[src/rtl/rx_addr_filter_pkg.sv]
package rx_addr_filter_pkg;
   typedef enum logic [1:0] {
      PH_IDLE = 2'd0,
      PH_ADDR = 2'd1,
      PH_BODY = 2'd2
   } phase_t;
endpackage

[src/rtl/raf_cfg_snap.sv]
module raf_cfg_snap #(
   parameter int AW     = 8,
   parameter int N_ADDR = 2,
   localparam int TW    = AW * N_ADDR
) (
   input  logic              clk,
   input  logic              rst_n,
   input  logic              sof,
   input  logic [TW-1:0]     live_addr,
   input  logic [N_ADDR-1:0] live_en,
   output logic [TW-1:0]     eff_addr,
   output logic [N_ADDR-1:0] eff_en
);
   logic [TW-1:0]     snap_addr;
   logic [N_ADDR-1:0] snap_en;

   always_ff @(posedge clk or negedge rst_n) begin
      if (!rst_n) begin
         snap_addr <= '0;
         snap_en   <= '0;
      end else if (sof) begin
         snap_addr <= live_addr;
         snap_en   <= live_en;
      end
   end

   // A byte that arrives with sof uses the values being captured now.
   assign eff_addr = sof ? live_addr : snap_addr;
   assign eff_en   = sof ? live_en   : snap_en;
endmodule

[src/rtl/raf_addr_match.sv]
module raf_addr_match #(
   parameter int AW     = 8,
   parameter int N_ADDR = 2,
   localparam int TW    = AW * N_ADDR
) (
   input  logic [AW-1:0]     byte_in,
   input  logic [TW-1:0]     addr,
   input  logic [N_ADDR-1:0] en,
   output logic              accept
);
   logic [N_ADDR-1:0] hit;

   for (genvar i = 0; i < N_ADDR; i++) begin : g_cmp
      assign hit[i] = en[i] && (byte_in == addr[i*AW +: AW]);
   end

   assign accept = (en == '0) || (|hit);
endmodule

[src/rtl/raf_seq.sv]
module raf_seq
   import rx_addr_filter_pkg::*;
(
   input  logic clk,
   input  logic rst_n,
   input  logic sof,
   input  logic eof,
   input  logic valid,
   input  logic accept_in,
   output logic wr_next
);
   phase_t phase_q, phase_now, phase_d;
   logic   acc_q, acc_d;

   always_comb begin
      phase_now = sof ? PH_ADDR : phase_q;
      wr_next   = 1'b0;
      phase_d   = phase_now;
      acc_d     = acc_q;
      if (valid) begin
         unique case (phase_now)
            PH_ADDR: begin
               wr_next = accept_in;
               acc_d   = accept_in;
               phase_d = PH_BODY;
            end
            PH_BODY: wr_next = acc_q;
            default: wr_next = 1'b0;
         endcase
      end
      if (eof) phase_d = PH_IDLE;
   end

   always_ff @(posedge clk or negedge rst_n) begin
      if (!rst_n) begin
         phase_q <= PH_IDLE;
         acc_q   <= 1'b0;
      end else begin
         phase_q <= phase_d;
         acc_q   <= acc_d;
      end
   end
endmodule

[src/rtl/rx_addr_filter.sv]
module rx_addr_filter #(
   parameter int AW      = 8,
   parameter int N_ADDR  = 2,
   parameter bit OUT_REG = 1'b1,
   localparam int TW     = AW * N_ADDR
) (
   input  logic              clk,
   input  logic              rst_n,
   input  logic              in_sof,
   input  logic              in_eof,
   input  logic              in_valid,
   input  logic [AW-1:0]     in_data,
   input  logic [TW-1:0]     cfg_addr,
   input  logic [N_ADDR-1:0] cfg_en,
   output logic              fifo_wr,
   output logic [AW-1:0]     fifo_data
);
   if (AW < 1) begin : g_bad_aw
      $error("rx_addr_filter: AW must be at least 1");
   end
   if (N_ADDR < 1) begin : g_bad_n
      $error("rx_addr_filter: N_ADDR must be at least 1");
   end

   logic [TW-1:0]     eff_addr;
   logic [N_ADDR-1:0] eff_en;
   logic              accept;
   logic              wr_next;

   raf_cfg_snap #(.AW(AW), .N_ADDR(N_ADDR)) u_snap (
      .clk       (clk),
      .rst_n     (rst_n),
      .sof       (in_sof),
      .live_addr (cfg_addr),
      .live_en   (cfg_en),
      .eff_addr  (eff_addr),
      .eff_en    (eff_en)
   );

   raf_addr_match #(.AW(AW), .N_ADDR(N_ADDR)) u_match (
      .byte_in (in_data),
      .addr    (eff_addr),
      .en      (eff_en),
      .accept  (accept)
   );

   raf_seq u_seq (
      .clk       (clk),
      .rst_n     (rst_n),
      .sof       (in_sof),
      .eof       (in_eof),
      .valid     (in_valid),
      .accept_in (accept),
      .wr_next   (wr_next)
   );

   if (OUT_REG) begin : g_reg_out
      always_ff @(posedge clk or negedge rst_n) begin
         if (!rst_n) begin
            fifo_wr   <= 1'b0;
            fifo_data <= '0;
         end else begin
            fifo_wr <= wr_next;
            if (wr_next) fifo_data <= in_data;
         end
      end
   end else begin : g_comb_out
      assign fifo_wr   = wr_next;
      assign fifo_data = in_data;
   end
endmodule

[config.mk]
export PLATFORM = sky130hd
export DESIGN_NAME = rx_addr_filter
export DESIGN_NICKNAME = d
export VERILOG_FILES = /design/src/rtl/rx_addr_filter_pkg.sv /design/src/rtl/raf_cfg_snap.sv /design/src/rtl/raf_addr_match.sv /design/src/rtl/raf_seq.sv /design/src/rtl/rx_addr_filter.sv
export SDC_FILE = /design/constraint.sdc
export NUM_CORES = 1
export LEC_CHECK = 0
export ABC_AREA = 1
export ABC_CLOCK_PERIOD_IN_PS = 2280
export BUFFER_PORTS_ARGS = -buffer_cell sky130_fd_sc_hd__buf_2
export CORE_AREA = 2 2 70 99
export DETAILED_ROUTE_END_ITERATION = 10
export DIE_AREA = 0 0 72 101
export GPL_ROUTABILITY_DRIVEN = 0
export PLACE_DENSITY = 0.42
export SLEW_MARGIN = 30
export SYNTH_ARGS = -nofsm -noshare
export SYNTH_HDL_FRONTEND = slang
export SYNTH_SLANG_ARGS = --single-unit
export TNS_END_PERCENT = 50
[constraint.sdc]
create_clock -name clk -period 2.28 [get_ports clk]
set_clock_uncertainty 0.05 [all_clocks]
set_input_delay 0.456 -clock clk [delete_from_list [all_inputs] [get_ports clk]]
set_output_delay 0.456 -clock clk [all_outputs]
set_load 0.005 [all_outputs]
==> impl_results.md, run 1 <==
- Status: completed
- YS warnings: 0
- Unrepaired setup endpoints after global routing: no
- Post_cts resized: 0
- Routed Antenna Nets: 0
- Hold Path Class: in2async
- Largest net degree at the start of global routing: 31
- Worst-skew pair later-pin latency: ~0.28 ns
- Setup WS pre-CTS: ~0.13 ns
- Synth area leaders: dfrtp_1 48%, nand2_1 23%, nand3_1 7.4%
- Iteration-0 DRC Markers: 54
- Residual DRC: 0
- Worst Max-Slew Pin Slew: approximately 0.71 ns
- Pwr/cell area: between 700 and 800 nW/um^2
- Chip height: slightly above 100 um
- Critical Path AT: around 2.0 ns
- I/O pin cnt: 40
- Root buffer cell: clkbuf_8
- Setup TNS: 0 ns
- Combinational Power Share: 20.0%
- Reg power frac: about 44%
- Share of the synthesized area in the top cell type: between 40% and 50%
- CTS Sinks: 30
- Final-report max-slew violation count: 0
- Crit path kind: in2reg
- Post-CTS Setup Repair Bufs: 0
- Crit-path max FO: 21
- All-Layer GR Usage: approximately an eighth
- Row Count: 35
- Fin nets: between 200 and 300
- Clock slew at reported path FFs: 0.07 ns
- Die Area: a little over 7000 um^2
- NetSw: around 0.00042 W
- Synth cell count leaders: 97 x nand2_1, 30 x dfrtp_1, 23 x nand3_1, 21 x inv_1, 11 x nor2_1
- Post-synth top area cell: dfrtp_1
- Vias after detailed routing: roughly 1400
- Mapped Cells: 206
- Initial Utilization: 24.1%
- Cts bufs inserted: 5
- Ys flop type: dfrtp_1
- Most frequent cell after synthesis: nand2_1
- Via density per instance: approximately 4.2
- Number of diodes: 0
- Sw Share: roughly 28%
- First-pass DRT Iterations: 4
- Post-Syn Area: around 1600 um^2
- Layout area overhead: 26.6%
- Synth Net Count: ~240
- CTS Hold Bufs: 0
- Startpoint Class: input port
- Dpl hpwl: roughly 3200 um
- I/O Buffers: 39
- Fmax: 0.547 GHz
- Synth Area per Inst: 7.54 um^2
- CTS tree: built
- Crit. End Element: flop
- Post-synth ARST share: 100%
- Core box area: between 6000 and 7000 um^2
- First-pass GRT wire length: between 6000 and 7000 um
- FF+latch count, synth: 30
- Post-synth EDFFs: 0
- Vias in the first global route: 1453
- Share of layout cells above drive strength 1: between 20% and 30%
- Max_cap viols: 0
- Antenna violations before repair: 0
- Chip width: 72 um
- Worst slew margin: 52.8%
- Data required time of the worst path: about 2.5 ns
- FILL cells: between 700 and 800
- Sequential fraction of the synthesis area: about half
- Peak supply drop: between 150 and 200 uV
- Final worst path period need: 1.83 ns
- H-tree Lvls: 2
- Internal: approximately 0.0011 W
- Total gr overflow: 0
- Unique masters post-synth: 19
- Clock network fraction of design power: approximately 36%
- Final WL: around 4100 um
- Tcrit/Tclk final: between 80% and 90%
- P_leak: around 1.2 nW
- Final Hold Fails: 0
- Final setup violation count: 0
- CTS Buffer Depth: 2
- Wire length per cell: ~12 um
- Final critical-path setup slack: around 0.45 ns
==> cell type report <==
cell class	instances	area, um^2	share of cell area [%]
timing repair buffer	43	238	12.1
multi-input combinational	151	694	35.3
clock buffer	5	68.8	3.50
sequential	30	751	38.2
tap	74	92.6	4.71
clock inverter	3	40.0	2.04
inverter	22	82.6	4.20
==> through the flow <==
stage               cells  cell area (um^2)  utilization (%)  hold WS, ns  total power (W)
floorplan             206              1550                -        0.110         0.000824
global placement      320              1860             28.9        0.407         0.000981
detailed placement    320              1860             28.9        0.411         0.000982
CTS                   328              1970             30.6        0.195          0.00152
global route          328              1970             30.6        0.231          0.00159
finish                328              1970             30.6        0.170          0.00149
==> per-layer routing <==
metal | vias to the layer above | GRT usage (%) | part of all wire [%]
met3 | 6 | 3.40 | 4.0
met1 | 626 | 13.5 | 42
met2 | 29 | 22.2 | 52
li1 | 724 | - | -
met5 | - | 0 | 0
met4 | 0 | 4.79 | 1.8
==> cell families after synthesis <==
group	count (synthesis)	share of synthesized area (%)
compound gates	5	2.09
fa+ha+maj	4	3.22
buf+inv	25	7.00
xor+xnor	3	1.69
simple gates	138	37.0
flops	30	48.3
mux	1	0.725
==> cell usage in the layout, fill, tap and decap left out <==
cell type | netlist | final
clkbuf_8 | 0 | 5
buf_2 | 0 | 39
nand3_1 | 23 | 23
inv_2 | 1 | 1
bufinv_16 | 0 | 1
dfrtp_1 | 30 | 30
nand2_2 | 3 | 3
nor2_1 | 11 | 11
o211ai_1 | 1 | 1
a211oi_1 | 2 | 2
clkinv_2 | 0 | 2
buf_12 | 0 | 1
nand2_1 | 97 | 97
ha_1 | 4 | 4
a21oi_1 | 1 | 1
xor2_1 | 3 | 3
buf_4 | 2 | 3
and2_1 | 1 | 1
o21ai_0 | 1 | 1
nor2_2 | 1 | 1
nand2_4 | 2 | 2
mux2_2 | 1 | 1
inv_1 | 21 | 21
==> power groups by stage <==
stage                     clock, W  sequential, W  combinational, W
final                     0.000530       0.000661          0.000299
after global routing      0.000570       0.000671          0.000347
after CTS                 0.000545       0.000665          0.000309
after detailed placement         0       0.000674          0.000308
after global placement           0       0.000676          0.000305
after floorplan                  0       0.000665          0.000159
==> worst paths after layout <==
check | from | cells past startpoint | slack [ns] | endpoint
hold / removal | rst_n | 1 | 0.17 | u_snap.snap_addr[8]
hold reg to reg | fifo_data[2] | 2 | 0.42 | fifo_data[2]
setup reg to reg | u_seq.phase_q[0] | 7 | 0.62 | fifo_data[7]
setup / recovery | in_sof | 9 | 0.45 | fifo_data[7]
min in group clk | in_eof | 2 | 0.30 | u_seq.phase_q[1]
max in group asynchronous | rst_n | 1 | 1.55 | u_snap.snap_addr[9]
==> state kept, by name (all words and copies together) (netlist names) <==
name and flops:
fifo_data 8, u_seq.phase_q 2, u_snap.snap_addr 16, u_seq.acc_q 1, u_snap.snap_en 2, fifo_wr 1
==> worst max-delay path: stages <==
cell and delay [ns]:
buf_2 0.11, buf_4 0.20, nor2_1 0.28, inv_1 0.11, ha_1 0.31, nor2_2 0.21
buf_4 0.17, nand3_1 0.08, nand2_1 0.06
(Power assumes the default switching activity.)
==> run 2: changes to the inputs <==
--- a/config.mk
+++ b/config.mk
@@ -6,7 +6,7 @@
 export NUM_CORES = 1
 export LEC_CHECK = 0
 export ABC_AREA = 1
-export ABC_CLOCK_PERIOD_IN_PS = 2280
+export ABC_CLOCK_PERIOD_IN_PS = 1780
 export BUFFER_PORTS_ARGS = -buffer_cell sky130_fd_sc_hd__buf_2
 export CORE_AREA = 2 2 70 99
 export DETAILED_ROUTE_END_ITERATION = 10
==> constraint.sdc (replaced) <==
create_clock -name clk -period 1.78 [get_ports clk]
set_clock_uncertainty 0.05 [all_clocks]
set_input_delay 0.356 -clock clk [delete_from_list [all_inputs] [get_ports clk]]
set_output_delay 0.356 -clock clk [all_outputs]
set_load 0.005 [all_outputs]
==> run 2 against run 1 <==
  * Clock-buffer cell count grew 3
  * Critical endpoint is now fifo_data[1]
  * Setup slack lost 0.28 ns
  * Largest power group unchanged
  * Utilization grew 3.5 points
  * Critical path type unchanged
==> impl_results.md, run 2 (synthesized netlist as in run 1, its figures left out) <==
- CP endpoint: fifo_data[1]
- Total gr overflow: 0 (unchanged)
- Max_cap viols: 0 (unchanged)
- Most common cell after layout, fill and taps aside: nand2_1
- Final WL: 4320 um (+5.4%)
- Cts bufs inserted: 5 (unchanged)
- Chip height: 101 um (unchanged)
- All-Layer GR Usage: 12.5% (+0.20 points)
- Critical Path AT: 1.77 ns (-0.23 ns)
- Minimum hold slack: 0.0358 ns (-0.134 ns)
- CTS tree: built
- Vias after detailed routing: 1431 (+3.3%)
- H-tree Lvls: 2 (unchanged)
- Wire length per cell: 12.4 um (-0.94%)
- I/O pin cnt: 40 (unchanged)
- Die Area: 7270 um^2 (unchanged)
- Crit path kind: in2reg
- Worst Max-Slew Pin Slew: 0.402 ns (-0.306 ns)
- Fmax: around 0.62 GHz
- Via density per instance: 4.10 (-2.9%)
- Placed Instances: 338 (+5.6%)
- Number of diodes: 0 (unchanged)
- FILL cells: 710 (-0.98%)
- Peak supply drop: 228 uV (+30%)
- Core box area: 6440 um^2 (unchanged)
- Worst-skew pair later-pin latency: 0.28 ns (about the same)
- Final-report max-slew violation count: 0 (unchanged)
- Clock slew at reported path FFs: 0.07 ns (about the same)
- I/O Buffers: 39 (unchanged)
- Root buffer cell: clkbuf_8
- Final cell count without fillers: 349 (+6.4%)
- Routed Antenna Nets: 0 (unchanged)
- Tcrit/Tclk final: between 90% and 100%
- Iteration-0 DRC Markers: 46 (-15%)
- Chip width: 72 um (unchanged)
- Pwr/cell area: 889 nW/um^2 (+17%)
- Worst slew margin: 73.2% (+20 points)
- CTS Sinks: 30 (unchanged)
- First-pass DRT Iterations: 4 (unchanged)
- Final worst path period need: around 1.6 ns
- Data required time of the worst path: 1.95 ns (-0.51 ns)
- Hold Path Class: in2async
- Residual DRC: 0 (unchanged)
- Worst setup path start: in_sof
- Layout area overhead: 41.1%
- Setup WS pre-CTS: -0.264 ns (-0.390 ns)
- Placed cell areas: 1990 um^2 (+7.3%)
- Reg2Reg Launch Point: u_seq.phase_q[0]
- Status: completed
- Top flop regs: u_snap.snap_addr: 16 flops, fifo_data: 8 flops
- RR Endpoint: fifo_data[1]
- Final setup violation count: 0 (unchanged)
- Final critical-path setup slack: 0.176 ns (-0.276 ns)
- Largest net degree at the start of global routing: 31 (unchanged)
- Unrepaired setup endpoints after global routing: no
- Depth of the most critical reg-to-reg path: 7 (unchanged)
- Crit-path max FO: 5 (-76%)
- Post-route cell area: 2190 um^2 (+12%)
- Initial Utilization: 24.1% (unchanged)
- Share of layout cells above drive strength 1: 30.9% (+7.7 points)
- P_leak: 1.28 nW (+9.7%)
- Crit. End Element: flop
- Antenna violations before repair: 0 (unchanged)
- Max reg flops: 16 (unchanged)
- Commonest non-fill, non-tap cells in the layout: 95 x nand2_1, 38 x buf_2, 30 x dfrtp_1
- Startpoint Class: input port
- Vias in the first global route: 1491 (+2.6%)
- CTS Buffer Depth: 2 (unchanged)
- Dpl hpwl: 3280 um (+2.4%)
- Final Hold Fails: 0 (unchanged)
- Biggest register: u_snap.snap_addr
- First-pass GRT wire length: 6800 um (+1.2%)
- Fin nets: 309 (+7.3%)
- Reg-to-reg setup timing slack: 0.20 ns (-0.42 ns)
- Row Count: 35 (unchanged)
## run 2: area by class of cell
type	instances	area [um^2]	area share, %
clock buffers	8	110	5.02
inverters	22	90.1	4.11
multi-input cells	151	719	32.8
flip-flops and latches	30	751	34.2
well taps	74	92.6	4.22
repair buffers	64	430	19.6
## run 2: power breakdown
part           internal [W]  switching, W  leakage (nW)
clock network      0.000390      0.000263        0.0575
registers          0.000791     0.0000542         0.371
logic              0.000216      0.000236         0.851
total               0.00140      0.000553          1.28
## run 2: critical path: stages
cell and delay (ns):
buf_6 0.13, clkbuf_16 0.16, nor2_1 0.13, inv_1 0.08
ha_1 0.30, nor2_2 0.27, buf_4 0.19, nand3_1 0.08
nand2_1 0.07
## run 2: how the worst min path moves through the flow
stage          cells after the start              endpoint  start  slack, ns
3_5_place_dp                       2   u_snap.snap_addr[8]  rst_n       0.35
5_1_grt                            2  u_snap.snap_addr[15]  rst_n       0.08
3_3_place_gp                       2   u_snap.snap_addr[8]  rst_n       0.35
6_report                           2  u_snap.snap_addr[14]  rst_n       0.04
2_1_floorplan                      0          fifo_data[0]  rst_n       0.01
4_1_cts                            2   u_snap.snap_addr[8]  rst_n       0.05
## run 2: metal layers
layer	global-route usage, %	up-vias	wire [um]
met5	0	-	0
met2	23.3	27	2250
met1	13.2	634	1820
li1	-	764	-
met3	2.80	6	151
met4	5.66	0	90
## run 2: timing repair
item,CTS,global route
endpoints found under the setup margin,0,9
setup buffers,0,1
hold buffers,0,0
gates resized for setup,0,19
## run 2: through the flow
stage / TNS, ns / power (W) / utilization, %
4_1_cts: 0 / 0.00196 / 32.7
6_report: 0 / 0.00195 / 34.1
5_1_grt: 0 / 0.00207 / 34.1
3_5_place_dp: -2.27 / 0.00130 / 31.0
2_1_floorplan: 0 / 0.00105 / -
3_3_place_gp: -1.91 / 0.00130 / 31.0
